### src/rtl/lsb_pick.sv
module lsb_pick #(
  parameter int unsigned N  = 8,
  localparam int unsigned IW = (N > 1) ? $clog2(N) : 1
) (
  input  logic [N-1:0]  req_i,
  output logic [N-1:0]  onehot_o,
  output logic [IW-1:0] idx_o,
  output logic          any_o
);
  always_comb begin
    onehot_o = '0;
    idx_o    = '0;
    any_o    = 1'b0;
    for (int i = N - 1; i >= 0; i--) begin
      if (req_i[i]) begin
        onehot_o = '0;
        onehot_o[i] = 1'b1;
        idx_o = IW'(i);
        any_o = 1'b1;
      end
    end
  end
endmodule

### src/rtl/ones_count.sv
module ones_count #(
  parameter int unsigned N  = 32,
  localparam int unsigned CW = $clog2(N + 1)
) (
  input  logic [N-1:0]  vec_i,
  output logic [CW-1:0] cnt_o
);
  always_comb begin
    cnt_o = '0;
    for (int i = 0; i < N; i++) cnt_o = cnt_o + CW'(vec_i[i]);
  end
endmodule

### src/rtl/warp_table.sv
module warp_table #(
  parameter int unsigned NW = 32,
  parameter int unsigned NB = 8,
  localparam int unsigned WIW = $clog2(NW),
  localparam int unsigned BIW = $clog2(NB),
  localparam int unsigned FCW = $clog2(NW + 1)
) (
  input  logic           clk_i,
  input  logic           rst_ni,
  input  logic           free_i,
  input  logic [BIW-1:0] free_bslot_i,
  input  logic           alloc_i,
  input  logic [BIW-1:0] alloc_bslot_i,
  output logic [WIW-1:0] pick_idx_o,
  output logic [FCW-1:0] free_cnt_o
);
  logic [NW-1:0]  used_q;
  logic [BIW-1:0] owner_q [NW];
  logic [NW-1:0]  match;
  logic [NW-1:0]  eff_free;
  logic [NW-1:0]  pick_oh;
  logic           pick_any;

  always_comb begin
    for (int i = 0; i < NW; i++)
      match[i] = free_i && used_q[i] && (owner_q[i] == free_bslot_i);
  end

  // free applies before the pick and the count
  assign eff_free = ~used_q | match;

  lsb_pick #(.N(NW)) u_pick (
    .req_i   (eff_free),
    .onehot_o(pick_oh),
    .idx_o   (pick_idx_o),
    .any_o   (pick_any)
  );

  ones_count #(.N(NW)) u_cnt (
    .vec_i(eff_free),
    .cnt_o(free_cnt_o)
  );

  always_ff @(posedge clk_i or negedge rst_ni) begin
    if (!rst_ni) begin
      used_q <= '0;
      for (int i = 0; i < NW; i++) owner_q[i] <= '0;
    end else begin
      used_q <= (used_q & ~match) | (alloc_i ? pick_oh : '0);
      for (int i = 0; i < NW; i++)
        if (alloc_i && pick_oh[i]) owner_q[i] <= alloc_bslot_i;
    end
  end

  // reservation at admission guarantees a free slot for every record
  a_r3_slot_avail: assert property (@(posedge clk_i) disable iff (!rst_ni)
    alloc_i |-> pick_any);

  // after a free, no surviving slot is tagged with the freed block
  a_r8_tags_cleared: assert property (@(posedge clk_i) disable iff (!rst_ni)
    free_i |=> ((used_q & ~$past(alloc_i ? pick_oh : '0) & $past(match)) == '0));

  // never more allocations than slots
  a_r6_cap: assert property (@(posedge clk_i) disable iff (!rst_ni)
    $countones(used_q) == NW |-> !alloc_i || free_i);
endmodule

### config.mk
export PLATFORM = sky130hd
export DESIGN_NAME = warp_table
export DESIGN_NICKNAME = d
export VERILOG_FILES = /design/src/rtl/lsb_pick.sv /design/src/rtl/ones_count.sv /design/src/rtl/warp_table.sv
export SDC_FILE = /design/constraint.sdc
export NUM_CORES = 1
export LEC_CHECK = 0
export CORE_ASPECT_RATIO = 0.75
export CORE_MARGIN = 3
export CORE_UTILIZATION = 60
export CTS_CLUSTER_DIAMETER = 120
export CTS_CLUSTER_SIZE = 24
export DETAILED_ROUTE_END_ITERATION = 16
export PLACE_DENSITY = 0.84
export SLEW_MARGIN = 15
export SYNTH_ARGS = -nofsm -noshare
export SYNTH_HDL_FRONTEND = slang
export SYNTH_SLANG_ARGS = --single-unit
export TNS_END_PERCENT = 30
### constraint.sdc
create_clock -name clk_i -period 14.7 [get_ports clk_i]
set_clock_uncertainty 0.15 [all_clocks]
set_input_delay 2.94 -clock clk_i [delete_from_list [all_inputs] [get_ports clk_i]]
set_output_delay 2.94 -clock clk_i [all_outputs]
set_load 0.02 [all_outputs]
# == Word level (Yosys, flattened, before mapping) ==
# Index checks and enable logic that the tools add are counted.
# word_totals
ff_bits,128
elab_cells,262
# classes
n_addsub,31
n_eq_ne,32
mux,65
n_bitwise,5
n_reduce_logical,96
# op_table
cell,n
$mux 32,33
$add 6x1->6,30
$mux 5,32
$eq 3x3->1,32
$logic_and 1x1->1,96
$not 32->32,2
$or 32x32->32,2
$and 32x32->32,1
$add 1x1->2,1

# == Longest topological paths before layout ==
# logic_depth
depth_word,37
ltp_mapped,22
mapped_depth_nobuf,19

# == Cells and area by module ==
# From an unflattened synthesis, not the netlist that was laid out.
# hier_totals
cells_unflattened,708
area_unflattened_um2,8267.9
# modules_own_cells
module,instances,cells_each,area_per_inst_um2,seq_area_each_um2
warp_table,1,519,6727.7,3203.1
lsb_pick,1,118,789.5,0.0
ones_count,1,71,750.7,0.0

# == Least setup slack after synthesis ==
# Ideal clock, no wire load.
# synth_timing
kind,input port to output port
start,input free_bslot_i[2]
end,output free_cnt_o[4]
t_arrival_ns,8.857
slack_ns,2.753
path_stages,20
path_cell_list,buf_4 buf_6 buf_4 xor2_1 o41ai_1 inv_1 fa_1 inv_1 fa_1 inv_1 fa_1 fa_1 fa_1 inv_1 fa_1 fa_1 fa_1 a21o_1 a21oi_1 xnor2_1
# synth_between
elab_chain_cells,34
word_cells_on_any_way,96
classes_between,add/sub (31); eq/ne (32); bitwise (1); reduce/logical (32)
# synth_rtl
item,line,text
from (decl),warp_table.sv:11,"input logic [BIW-1:0] free_bslot_i,"
$eq 3x3->1,warp_table.sv:26,match[i] = free_i && used_q[i] && (owner_q[i] == free_bslot_i);
$logic_and 1x1->1,warp_table.sv:26,
$or 32x32->32 (*),warp_table.sv:30,assign eff_free = ~used_q | match;
$add 1x1->2,ones_count.sv:10,for (int i = 0; i < N; i++) cnt_o = cnt_o + CW'(vec_i[i]);
$add 6x1->6 (29 in a row),ones_count.sv:10,
$add 6x1->6 (*),ones_count.sv:10,
to (decl),warp_table.sv:15,output logic [FCW-1:0] free_cnt_o
# Every way passes the cells marked *; elsewhere a longest branch is shown, timed or not.

# == Worst setup path in the final report ==
# layout_timing
start,input free_i
end,output free_cnt_o[4]
# layout_between
elab_chain_cells,34
word_cells_on_any_way,96
classes_between,add/sub (31); bitwise (1); reduce/logical (64)
# layout_rtl
item,line,text
from (decl),warp_table.sv:10,"input logic free_i,"
$logic_and 1x1->1 (2 in a row),warp_table.sv:26,
$or 32x32->32 (*),warp_table.sv:30,
$add 1x1->2,ones_count.sv:10,
$add 6x1->6 (29 in a row),ones_count.sv:10,
$add 6x1->6 (*),ones_count.sv:10,
# Marked as above.

==> metrics.txt <==
syn nets=683; hold path depth=1; Clock Tree Buf Depth=2; Critical-path top delay cell=o41ai_2; cts hold-fix bufs=0; # placed instances=810; met1 Usage GRT=0.401; initial detailed-routing violation count=462; Tot GR Track Use=0.280; total CTS buffers=17; element type at the critical path end=output pin; largest delay contributor family on the critical path=adder cells; Stages on worst setup path=18; Yosys reg bits=128; top fanout value on the critical path=18; outcome=completed; I/O Pins=21; Worst Reg-to-Reg Cells=7; via count=5105; CTS tree=built; final cell count without fillers=842; GR peak layer=met2; H-Tree Depth=4; ys flop type=dfrtp_1; post-synthesis cell count=640; FP Rows=34; Slew HR=0.201; RR Startpoint=owner_q[75]$_DFFE_PN0P_; die width=135 µm; Pleak=4.05 nW; Antenna Cells=0; fillers=830; register area=0.00320 mm²; Post-synth EDFFs=0; Peak supply drop=0.241 mV; GPL Wtd Cong=1.00; Routed WL=18000 µm; synthesis-to-finish area growth=11.6%; CTS Root Cell=clkbuf_16; Worst Setup Start Kind=input pin; most common cell after layout, fill and taps aside=dfrtp_1; Routed Antenna Nets=0; CP arrival=10.03 ns; endpoints failing hold=0; Critical Path, Cell by Cell=clkdlybuf4s50_1 -> inv_1 -> buf_4 -> o41ai_2 -> fa_1 -> inv_1 -> fa_1 -> fa_1 -> fa_1 -> fa_1 -> inv_1 -> fa_1 -> fa_1 -> fa_1 -> a21o_1 -> a21oi_1 -> xnor2_1 -> clkdlybuf4s50_1; most frequent cells in the layout=128 x dfrtp_1, 95 x mux2_2, 94 x xor2_1; Tightest Hold Check Type=register to register; cell area power density=213 mW/mm²; PortBufs=20; Setup crit start=free_i; Req. time, crit path=11.61 ns; Largest stage delay, worst path=0.85 ns; min-delay src=owner_q[5]$_DFFE_PN0P_; post-synth cell types=54; Mean Syn Cell Area=11.7 µm²; vias in the first global route=5443; vias per cell=6.06; Setup violations, final=0; highest clock rate=76.2 MHz; initial antenna violation count=0; Final min period=13.12 ns; Multi-input gate area=0.00391 mm²; Skew-Pair Late Insertion Delay=0.41 ns; setup TNS=0 ns; CTS sink count=128; router iterations before antenna repair=5; fin crit share=0.893; largest net degree at the start of global routing=75; max_cap viols=0; flop2flop setup slack=11.25 ns; Setup CP Type=input pin to output pin; Worst-Margin Slew=1.19 ns; die area=0.0139 mm²; crit path to=free_cnt_o[4]; WL/cell=21.4 µm; asr flop ratio synth=1.00; mapped cell area=0.00748 mm²; RSZ-0062 raised after global routing=false; max-slew violations=0; Initial Utilization=0.630; Synthesis Warnings=0; sequential fraction of the synthesis area=0.428; CP dominant cell by count=fa_1; CP Buf/Inv Count=6; Post-CTS Resized=0; GRT Residual Overflow=0; Core Region=0.0119 mm²; chip height=103 µm; clk slew on worst S/H paths=0.06 ns; RR Endpoint=owner_q[0]$_DFFE_PN0P_; final net count=710; layout cells sized above 1=0.253; met3 usage=0.0571; setup bufs post-CTS=0; DRC violations left=0; placed wire-length estimate=12500 µm; first-pass GRT wire length=29600 µm; GRT met2 Usage=0.441
[registers in the layout (all words and copies together) (netlist names)]
name     cells
used_q      32
owner_q     96
[worst min-delay path by stage]
| stage | to | slack (ns) |
|---|---|---|
| after floorplan | used_q[19]$_DFF_PN0_ | 0.32 |
| after global placement | owner_q[5]$_DFFE_PN0P_ | 0.35 |
| after detailed placement | owner_q[5]$_DFFE_PN0P_ | 0.35 |
| after CTS | owner_q[5]$_DFFE_PN0P_ | 0.37 |
| after global routing | owner_q[5]$_DFFE_PN0P_ | 0.38 |
| final | owner_q[5]$_DFFE_PN0P_ | 0.37 |
[layout make-up]
class	instances	area share
timing repair buffer	35	0.0354
clock inverter	11	0.0109
inverter	51	0.0229
clock buffer	21	0.0540
sequential	128	0.384
multi-input combinational	434	0.469
tap	162	0.0243
[through the flow]
step                      utilization  worst slack (ns)  instance area, µm²  hold WS (ns)  power (mW)
after global placement          0.658              1.83                7800         0.348        1.35
final                           0.703              1.58                8350         0.368        1.78
after floorplan                     -              2.75                7480         0.320        1.05
after CTS                       0.703              1.63                8350         0.371        1.78
after global routing            0.703              1.28                8350         0.379        1.88
after detailed placement        0.658              1.62                7800         0.352        1.39
[routing by layer]
layer | wire (µm) | part of all wire
met1 | 8370 | 0.46
met2 | 8260 | 0.46
met3 | 1120 | 0.062
met4 | 268 | 0.015
met5 | 0 | 0
[logic make-up (layout without fill, tap and decap cells)]
group                      Yosys count  after routing  synth area share
DFF                                128            128             0.428
xor gates and xnor gates            99             99             0.116
adders and majority gates           33             33            0.0793
and+or+nand+nor                    140            140             0.105
AOI/OAI and AO/OA                   66             66            0.0779
muxes                               96             96             0.145
buffers and inverters               78            118            0.0488
[where the power goes]
| part | switching [mW] | internal [mW] | leakage, nW |
|---|---|---|---|
| clock network | 0.151 | 0.235 | 0.262 |
| registers | 0.0313 | 0.402 | 1.71 |
| logic | 0.525 | 0.438 | 2.08 |
[Yosys cell counts, types with 9 or more instances]
cell type	count	area share
mux2_2	95	0.14
inv_1	49	0.025
or2_2	10	0.0084
o41ai_1	14	0.016
nor2_1	22	0.011
nor3_1	9	0.0060
xor2_1	94	0.11
clkbuf_1	11	0.0055
ha_1	9	0.015
nand4_1	14	0.012
o41a_1	11	0.017
nand2_1	39	0.020
nand3_1	10	0.0067
dfrtp_1	128	0.43
o21ai_0	11	0.0074
fa_1	24	0.064
Note: power is estimated with default switching activity, not from simulation.
